==> src/rtl/robc_pkg.sv <==
package robc_pkg;
  typedef struct packed {
    logic killed;
    logic done;
    logic serial;
    logic mayIssue;
    logic faulted;
  } slotFlags_t;

  typedef struct packed {
    logic release1;
    logic rollback;
    logic killAll;
  } ctlStrobe_t;
endpackage

==> src/rtl/robc_store.sv <==
module robc_store
  import robc_pkg::*;
#(
  parameter int unsigned DEPTH    = 8,
  parameter int unsigned COMMIT_W = 2,
  parameter int unsigned SEQ_W    = 8,
  localparam int unsigned IDX_W   = $clog2(DEPTH),
  localparam int unsigned PTR_W   = IDX_W + 1
) (
  input  logic                            clk,
  input  logic                            rstN,
  input  logic                            allocFire,
  input  logic                            allocNonSpec,
  input  logic [SEQ_W-1:0]                allocSeq,
  input  logic                            cmplValid,
  input  logic [IDX_W-1:0]                cmplIdx,
  input  logic                            cmplFault,
  input  ctlStrobe_t                      strb,
  input  logic [PTR_W-1:0]                popCnt,
  input  logic [PTR_W-1:0]                rollTail,
  output logic [PTR_W-1:0]                headPtr,
  output logic [PTR_W-1:0]                tailPtr,
  output slotFlags_t [COMMIT_W-1:0]       winFlags,
  output logic [COMMIT_W-1:0][SEQ_W-1:0]  winSeq
);
  slotFlags_t             flags  [DEPTH];
  logic [SEQ_W-1:0]       seqMem [DEPTH];
  logic [IDX_W-1:0]       headIdx, tailIdx;

  assign headIdx = headPtr[IDX_W-1:0];
  assign tailIdx = tailPtr[IDX_W-1:0];

  always_ff @(posedge clk) begin
    if (!rstN) begin
      headPtr <= '0;
      tailPtr <= '0;
      for (int i = 0; i < DEPTH; i++) flags[i] <= '0;
    end else begin
      headPtr <= headPtr + popCnt;
      if (strb.rollback)  tailPtr <= rollTail;
      else if (allocFire) tailPtr <= tailPtr + PTR_W'(1);
      for (int i = 0; i < DEPTH; i++) begin
        if (cmplValid && cmplIdx == IDX_W'(i) && !flags[i].killed) begin
          flags[i].done    <= 1'b1;
          flags[i].faulted <= cmplFault;
        end
        if (strb.killAll) flags[i].killed <= 1'b1;
        if (strb.release1 && headIdx == IDX_W'(i)) flags[i].mayIssue <= 1'b0;
        if (allocFire && tailIdx == IDX_W'(i)) begin
          flags[i].killed   <= 1'b0;
          flags[i].done     <= 1'b0;
          flags[i].serial   <= allocNonSpec;
          flags[i].mayIssue <= 1'b1;
          flags[i].faulted  <= 1'b0;
        end
      end
    end
  end

  always_ff @(posedge clk) begin
    if (allocFire) seqMem[tailIdx] <= allocSeq;
  end

  always_comb begin
    for (int k = 0; k < COMMIT_W; k++) begin
      winFlags[k] = flags[headIdx + IDX_W'(k)];
      winSeq[k]   = seqMem[headIdx + IDX_W'(k)];
    end
  end


  occ_bound_chk: assert property (@(posedge clk) disable iff (!rstN)
    (tailPtr - headPtr) <= PTR_W'(DEPTH));
endmodule

==> src/rtl/robc_ctl.sv <==
module robc_ctl
  import robc_pkg::*;
#(
  parameter int unsigned DEPTH      = 8,
  parameter int unsigned COMMIT_W   = 2,
  parameter int unsigned SEQ_W      = 8,
  parameter int unsigned PC_W       = 32,
  parameter int unsigned TRAP_DELAY = 2,
  localparam int unsigned IDX_W     = $clog2(DEPTH),
  localparam int unsigned PTR_W     = IDX_W + 1,
  localparam int unsigned CNT_W     = $clog2(TRAP_DELAY + 1)
) (
  input  logic                            clk,
  input  logic                            rstN,
  input  logic [PTR_W-1:0]                headPtr,
  input  logic [PTR_W-1:0]                tailPtr,
  input  slotFlags_t [COMMIT_W-1:0]       winFlags,
  input  logic [COMMIT_W-1:0][SEQ_W-1:0]  winSeq,
  input  logic                            storesPending,
  input  logic                            irqPending,
  input  logic                            sqValid,
  input  logic                            sqIsBranch,
  input  logic [IDX_W-1:0]                sqIdx,
  input  logic [SEQ_W-1:0]                sqSeq,
  input  logic [PC_W-1:0]                 sqNextPc,
  output ctlStrobe_t                      strb,
  output logic [PTR_W-1:0]                popCnt,
  output logic [PTR_W-1:0]                rollTail,
  output logic                            allocReady,
  output logic [COMMIT_W-1:0]             retireMask,
  output logic [COMMIT_W-1:0]             drainMask,
  output logic [COMMIT_W*SEQ_W-1:0]       retireSeq,
  output logic                            releaseValid,
  output logic [IDX_W-1:0]                releaseIdx,
  output logic                            squashValid,
  output logic [SEQ_W-1:0]                squashSeq,
  output logic                            redirectValid,
  output logic [PC_W-1:0]                 redirectPc,
  output logic                            trapReq,
  output logic                            trapSquash
);
  logic [CNT_W-1:0] trapCnt;
  logic [SEQ_W-1:0] trapSeq;
  logic [PTR_W-1:0] occ;
  logic             trapFire, extSq, halt, stop, relFlag, faultHit, irqTake;
  logic [COMMIT_W-1:0] leftMask;

  assign occ      = tailPtr - headPtr;
  assign trapFire = (trapCnt == CNT_W'(1));
  assign extSq    = sqValid && !trapFire;
  assign halt     = sqValid || (trapCnt != '0);
  assign irqTake  = irqPending && !halt;

  // Oldest-first scan over the commit window
  always_comb begin
    stop       = halt || irqPending;
    popCnt     = '0;
    retireMask = '0;
    drainMask  = '0;
    relFlag    = 1'b0;
    faultHit   = 1'b0;
    for (int k = 0; k < COMMIT_W; k++) begin
      if (!stop) begin
        if (PTR_W'(k) >= occ) begin
          stop = 1'b1;
        end else if (winFlags[k].killed) begin
          drainMask[k] = 1'b1;
          popCnt       = popCnt + PTR_W'(1);
        end else if (winFlags[k].serial && (k != 0 || storesPending)) begin
          stop = 1'b1;
        end else if (!winFlags[k].done) begin
          relFlag = winFlags[k].serial && winFlags[k].mayIssue;
          stop    = 1'b1;
        end else if (winFlags[k].faulted) begin
          faultHit = (k == 0);
          stop     = 1'b1;
        end else begin
          retireMask[k] = 1'b1;
          popCnt        = popCnt + PTR_W'(1);
        end
      end
    end
  end

  always_comb begin
    for (int k = 0; k < COMMIT_W; k++) retireSeq[k*SEQ_W +: SEQ_W] = winSeq[k];
  end

  assign trapReq = faultHit || irqTake;

  always_ff @(posedge clk) begin
    if (!rstN) begin
      trapCnt <= '0;
      trapSeq <= '0;
    end else if (trapReq) begin
      trapCnt <= CNT_W'(TRAP_DELAY);
      trapSeq <= winSeq[0] - SEQ_W'(1);
    end else if (trapCnt != '0) begin
      trapCnt <= trapCnt - CNT_W'(1);
    end
  end

  assign squashValid   = trapFire || extSq;
  assign squashSeq     = trapFire ? trapSeq : sqSeq;
  assign redirectValid = extSq && sqIsBranch;
  assign redirectPc    = sqNextPc;
  assign trapSquash    = trapFire;
  assign releaseValid  = relFlag;
  assign releaseIdx    = headPtr[IDX_W-1:0];
  assign rollTail      = headPtr + {1'b0, sqIdx - headPtr[IDX_W-1:0]} + PTR_W'(1);
  assign allocReady    = !squashValid && ((occ - popCnt) != PTR_W'(DEPTH));

  assign strb.release1 = relFlag;
  assign strb.rollback = extSq;
  assign strb.killAll  = trapFire;

  assign leftMask = retireMask | drainMask;


  leave_contig_chk: assert property (@(posedge clk) disable iff (!rstN)
    (leftMask & (leftMask + COMMIT_W'(1))) == '0);

  squash_quiet_chk: assert property (@(posedge clk) disable iff (!rstN)
    squashValid |-> (leftMask == '0 && !allocReady));

  redirect_squash_chk: assert property (@(posedge clk) disable iff (!rstN)
    redirectValid |-> squashValid);

  release_no_stores_chk: assert property (@(posedge clk) disable iff (!rstN)
    releaseValid |-> !storesPending);

  trap_pulse_chk: assert property (@(posedge clk) disable iff (!rstN)
    trapReq |=> (!trapReq && retireMask == '0));
endmodule

==> src/rtl/rob_commit_ctrl.sv <==
module rob_commit_ctrl
  import robc_pkg::*;
#(
  parameter int unsigned DEPTH      = 8,
  parameter int unsigned COMMIT_W   = 2,
  parameter int unsigned SEQ_W      = 8,
  parameter int unsigned PC_W       = 32,
  parameter int unsigned TRAP_DELAY = 2,
  localparam int unsigned IDX_W     = $clog2(DEPTH),
  localparam int unsigned PTR_W     = IDX_W + 1
) (
  input  logic                      clk,
  input  logic                      rstN,
  input  logic                      allocValid,
  input  logic                      allocNonSpec,
  input  logic [SEQ_W-1:0]          allocSeq,
  output logic                      allocReady,
  output logic [IDX_W-1:0]          allocIdx,
  input  logic                      cmplValid,
  input  logic [IDX_W-1:0]          cmplIdx,
  input  logic                      cmplFault,
  input  logic                      storesPending,
  input  logic                      irqPending,
  input  logic                      sqValid,
  input  logic                      sqIsBranch,
  input  logic [IDX_W-1:0]          sqIdx,
  input  logic [SEQ_W-1:0]          sqSeq,
  input  logic [PC_W-1:0]           sqNextPc,
  output logic [COMMIT_W-1:0]       retireMask,
  output logic [COMMIT_W-1:0]       drainMask,
  output logic [COMMIT_W*SEQ_W-1:0] retireSeq,
  output logic                      releaseValid,
  output logic [IDX_W-1:0]          releaseIdx,
  output logic                      squashValid,
  output logic [SEQ_W-1:0]          squashSeq,
  output logic                      redirectValid,
  output logic [PC_W-1:0]           redirectPc,
  output logic                      trapReq,
  output logic                      trapSquash
);
  ctlStrobe_t                     strb;
  logic [PTR_W-1:0]               popCnt, rollTail, headPtr, tailPtr;
  slotFlags_t [COMMIT_W-1:0]      winFlags;
  logic [COMMIT_W-1:0][SEQ_W-1:0] winSeq;
  logic                           allocFire;

  assign allocFire = allocValid && allocReady;
  assign allocIdx  = tailPtr[IDX_W-1:0];

  robc_store #(.DEPTH(DEPTH), .COMMIT_W(COMMIT_W), .SEQ_W(SEQ_W)) uStore (
    .clk(clk), .rstN(rstN), .allocFire(allocFire), .allocNonSpec(allocNonSpec),
    .allocSeq(allocSeq), .cmplValid(cmplValid), .cmplIdx(cmplIdx),
    .cmplFault(cmplFault), .strb(strb), .popCnt(popCnt), .rollTail(rollTail),
    .headPtr(headPtr), .tailPtr(tailPtr), .winFlags(winFlags), .winSeq(winSeq)
  );

  robc_ctl #(.DEPTH(DEPTH), .COMMIT_W(COMMIT_W), .SEQ_W(SEQ_W), .PC_W(PC_W),
             .TRAP_DELAY(TRAP_DELAY)) uCtl (
    .clk(clk), .rstN(rstN), .headPtr(headPtr), .tailPtr(tailPtr),
    .winFlags(winFlags), .winSeq(winSeq), .storesPending(storesPending),
    .irqPending(irqPending), .sqValid(sqValid), .sqIsBranch(sqIsBranch),
    .sqIdx(sqIdx), .sqSeq(sqSeq), .sqNextPc(sqNextPc), .strb(strb),
    .popCnt(popCnt), .rollTail(rollTail), .allocReady(allocReady),
    .retireMask(retireMask), .drainMask(drainMask), .retireSeq(retireSeq),
    .releaseValid(releaseValid), .releaseIdx(releaseIdx),
    .squashValid(squashValid), .squashSeq(squashSeq),
    .redirectValid(redirectValid), .redirectPc(redirectPc),
    .trapReq(trapReq), .trapSquash(trapSquash)
  );
endmodule

==> config.mk <==
export PLATFORM = sky130hd
export DESIGN_NAME = rob_commit_ctrl
export DESIGN_NICKNAME = d
export VERILOG_FILES = /design/src/rtl/robc_pkg.sv /design/src/rtl/robc_store.sv /design/src/rtl/robc_ctl.sv /design/src/rtl/rob_commit_ctrl.sv
export SDC_FILE = /design/constraint.sdc
export NUM_CORES = 1
export LEC_CHECK = 0
export ABC_AREA = 1
export BUFFER_PORTS_ARGS = -buffer_cell sky130_fd_sc_hd__buf_2
export CORE_MARGIN = 2
export CORE_UTILIZATION = 40
export DETAILED_ROUTE_END_ITERATION = 8
export PLACE_DENSITY = 0.59
export SLEW_MARGIN = 5
export SYNTH_ARGS = -nofsm -noshare
export SYNTH_HDL_FRONTEND = slang
export SYNTH_HIERARCHICAL = 1
export SYNTH_SLANG_ARGS = --single-unit
==> constraint.sdc <==
create_clock -name clk -period 6.7 [get_ports clk]
set_input_delay 1.005 -clock clk [delete_from_list [all_inputs] [get_ports clk]]
set_output_delay 1.005 -clock clk [all_outputs]
set_load 0.05 [all_outputs]
==> summary.txt <==
Outcome
  • Status: completed

CTS
  • CTS Hold Bufs: 0
  • Setup Buffers After CTS: 0
  • Clk pin slew, worst setup/hold paths: roughly 0.060 ns
  • Latest clock arrival within the worst-skew pair: between 0.4 and 0.5 ns
  • Clock Root Buffer: clkbuf_16
  • CTS buffer count: 17
  • # clock sinks: 122
  • Max clock buf depth: 2
  • PostCTS Resize Cnt: 0
  • TritonCTS clock tree: built
  • CTS H-tree depth: 4

Global route
  • Initial antenna violation count: 0
  • Total global routing overflow: 0
  • Vias in the first global route: ~6400
  • GRT Total Usage: 0.2003
  • First-pass GRT wire length: 33410 um
  • Largest net degree at the start of global routing: about 110

STA
  • Final Critical Period: approximately 5.6 ns
  • Post-route setup slack: around 1.1 ns
  • Final setup fails: 0
  • Max Freq: 0.1783 GHz
  • RSZ-0062 raised after global routing: no
  • Worst hold slack: 0.4137 ns
  • Fin. Hold Viols: 0
  • Setup TNS: 0 ns
  • Rel. slew slack: 0.2639
  • Worst-margin pin slew: 1.104 ns
  • Fin Clk Skew: approximately 0.015 ns
  • Slew Viols, Final: 0
  • Final Cycle Share: 0.8370

Final layout
  • Area grow syn2layout: 7.914%
  • Layout cells sized above 1: 0.1053
  • Final nets: approximately 1200
  • Final Instance Area: around 9000 sq um
  • Ant diodes: 0
  • Filler instances: roughly 2000

Min path
  • Hold WC Path Type: reg2reg

Critical path
  • Critical Path Max Stage Delay: ~0.86 ns
  • Crit path DAT: around 5.7 ns
  • CP dominant cell by count: nor2_1
  • CP Launch Type: flop
  • Crit Path Max Fanout: between 100 and 150
  • Critical path type: reg2reg
  • Req. time, crit path: ~6.7 ns
  • CP max stage cell: nor2_1
  • Critical-path cell list: buf_4 -> ha_1 -> fa_1 -> nand2_1 -> inv_1 -> nand3_4 -> nand3_1 -> nor2_1 -> nor2_1 -> ha_1 -> inv_1 -> nor2_1 -> or2_2 -> a41oi_1 -> nand2_1 -> inv_1 -> nand2_1 -> nor2_1
  • Worst Setup End Kind: flop

Routing
  • Drt pass-1 iters: 5
  • Drt wl/cell: 15.10 um
  • # DRC: 0
  • ANT nets after route: 0
  • Iter 0 DRT Violations: 647
  • Via count: approximately 6900
  • Via density: ~5
  • Final WL: approximately 21000 um

Power and ir drop
  • Worst vdd ir: approximately 0.18 mV
  • Sw Ratio: 0.4036
  • P_leak: approximately 4.5 nW
  • Net switching power: 0.001183 W
  • Internal power: between 0.0015 and 0.002 W
  • Pwr/cell area: around 330 nW/um^2
  • Clock Power Share: 0.309
  • Comb pwr share: 0.381
  • Sequential share of power: 0.310

Placement
  • Post-DP HPWL: between 10000 and 15000 um
  • Place WS: ~1.1 ns
  • Routability cong.: roughly 0.85
  • IO buf count: slightly above 70
  • Dpl cell area: between 8000 and 9000 sq um

Run
  • Max Cap Viol: 0

Die
  • Die area: 21720 sq um
  • Num ports: approximately 140
  • Die height: about 150 um
  • Starting density of the core: 0.4063
  • Core area: around 20000 sq um
  • Die extent in x: ~150 um
  • Std-Cell Rows: 52

Synth
  • Syn Area/Cell: between 7 and 8 sq um
  • Mapped Area: 8222 sq um
  • Synth warn: 6
  • Cells after Synth: about 1100
-- critical path, delay by kind of cell, from the launching register on --
family          cells  cell delay, ns
compound gates      1            0.24
flops               1            0.35
fa+ha+maj           3            1.00
simple gates       10            2.33
buf+inv             4            1.29
-- final timing paths --
check	from	to	slack, ns	depth (start not counted)
max	uStore/headPtr[0]$_SDFF_PN0_	uStore/seqMem[1][4]$_DFFE_PP_	1.09	18
min	uCtl/trapCnt[0]$_SDFFE_PP0P_	uCtl/trapCnt[0]$_SDFFE_PP0P_	0.41	1
max reg2reg	uStore/headPtr[0]$_SDFF_PN0_	uStore/seqMem[1][4]$_DFFE_PP_	1.09	18
min reg2reg	uCtl/trapCnt[0]$_SDFFE_PP0P_	uCtl/trapCnt[0]$_SDFFE_PP0P_	0.41	1
-- power groups by stage --
stage          clock network, W  registers [W]  logic, W
6_report               0.000904       0.000909   0.00112
5_1_grt                0.000948       0.000914   0.00124
4_1_cts                0.000917       0.000909   0.00111
3_5_place_dp                  0       0.000925   0.00111
3_3_place_gp                  0       0.000924   0.00110
2_1_floorplan                 0       0.000933  0.000959
-- sequential cells by signal, indices dropped and copies added, names as in the netlist --
| signal | flops |
|---|---|
| uStore/seqMem | 64 |
| uStore/flags | 40 |
| uCtl/trapSeq | 8 |
| uStore/headPtr | 4 |
| uStore/tailPtr | 4 |
| uCtl/trapCnt | 2 |
-- metal layers --
layer,vias to the layer above,track usage,wire [um]
li1,3435,-,-
met1,3126,0.2736,9968
met2,260,0.3215,9558
met3,32,0.04130,1474
met4,0,0.06106,284
met5,-,0,0
-- through the flow --
| stage | instances | util | total power [W] |
|---|---|---|---|
| 6_report | 1410 | 0.4385 | 0.002930 |
| 5_1_grt | 1410 | 0.4385 | 0.003102 |
| 4_1_cts | 1410 | 0.4385 | 0.002936 |
| 3_5_place_dp | 1378 | 0.4098 | 0.002032 |
| 3_3_place_gp | 1378 | 0.4098 | 0.002023 |
| 2_1_floorplan | 1130 | - | 0.001892 |
-- cell usage in the layout (no fill, tap or decap), types with 2 or more instances in the layout --
cell type   instances
xnor2_1             5
nor3b_1             2
clkinvlp_4          4
inv_1             177
bufinv_16           2
clkinv_1            2
dfxtp_1            17
clkbuf_1            2
buf_4               9
nand4_1             4
conb_1              2
inv_2               3
clkbuf_8            2
nand2_1           420
ha_1               25
edfxtp_1          104
nor3_1             11
o21ai_0            14
nand3_1           138
buf_2              71
fa_1                4
a21oi_1            14
clkbuf_16          17
nor2_1             68
xor2_1              8
clkinv_2            4
-- area by class of cell --
type                       instances  area [sq um]  share of cell area
sequential                       122          3487              0.3930
multi-input combinational        724          3362              0.3789
inverter                         182         683.2             0.07700
clock buffer                      21         460.4             0.05190
timing repair buffer              80         422.9             0.04767
tap                              270         337.8             0.03808
clock inverter                    11         118.9             0.01340
No activity file was read; power rests on OpenSTA's default activity.
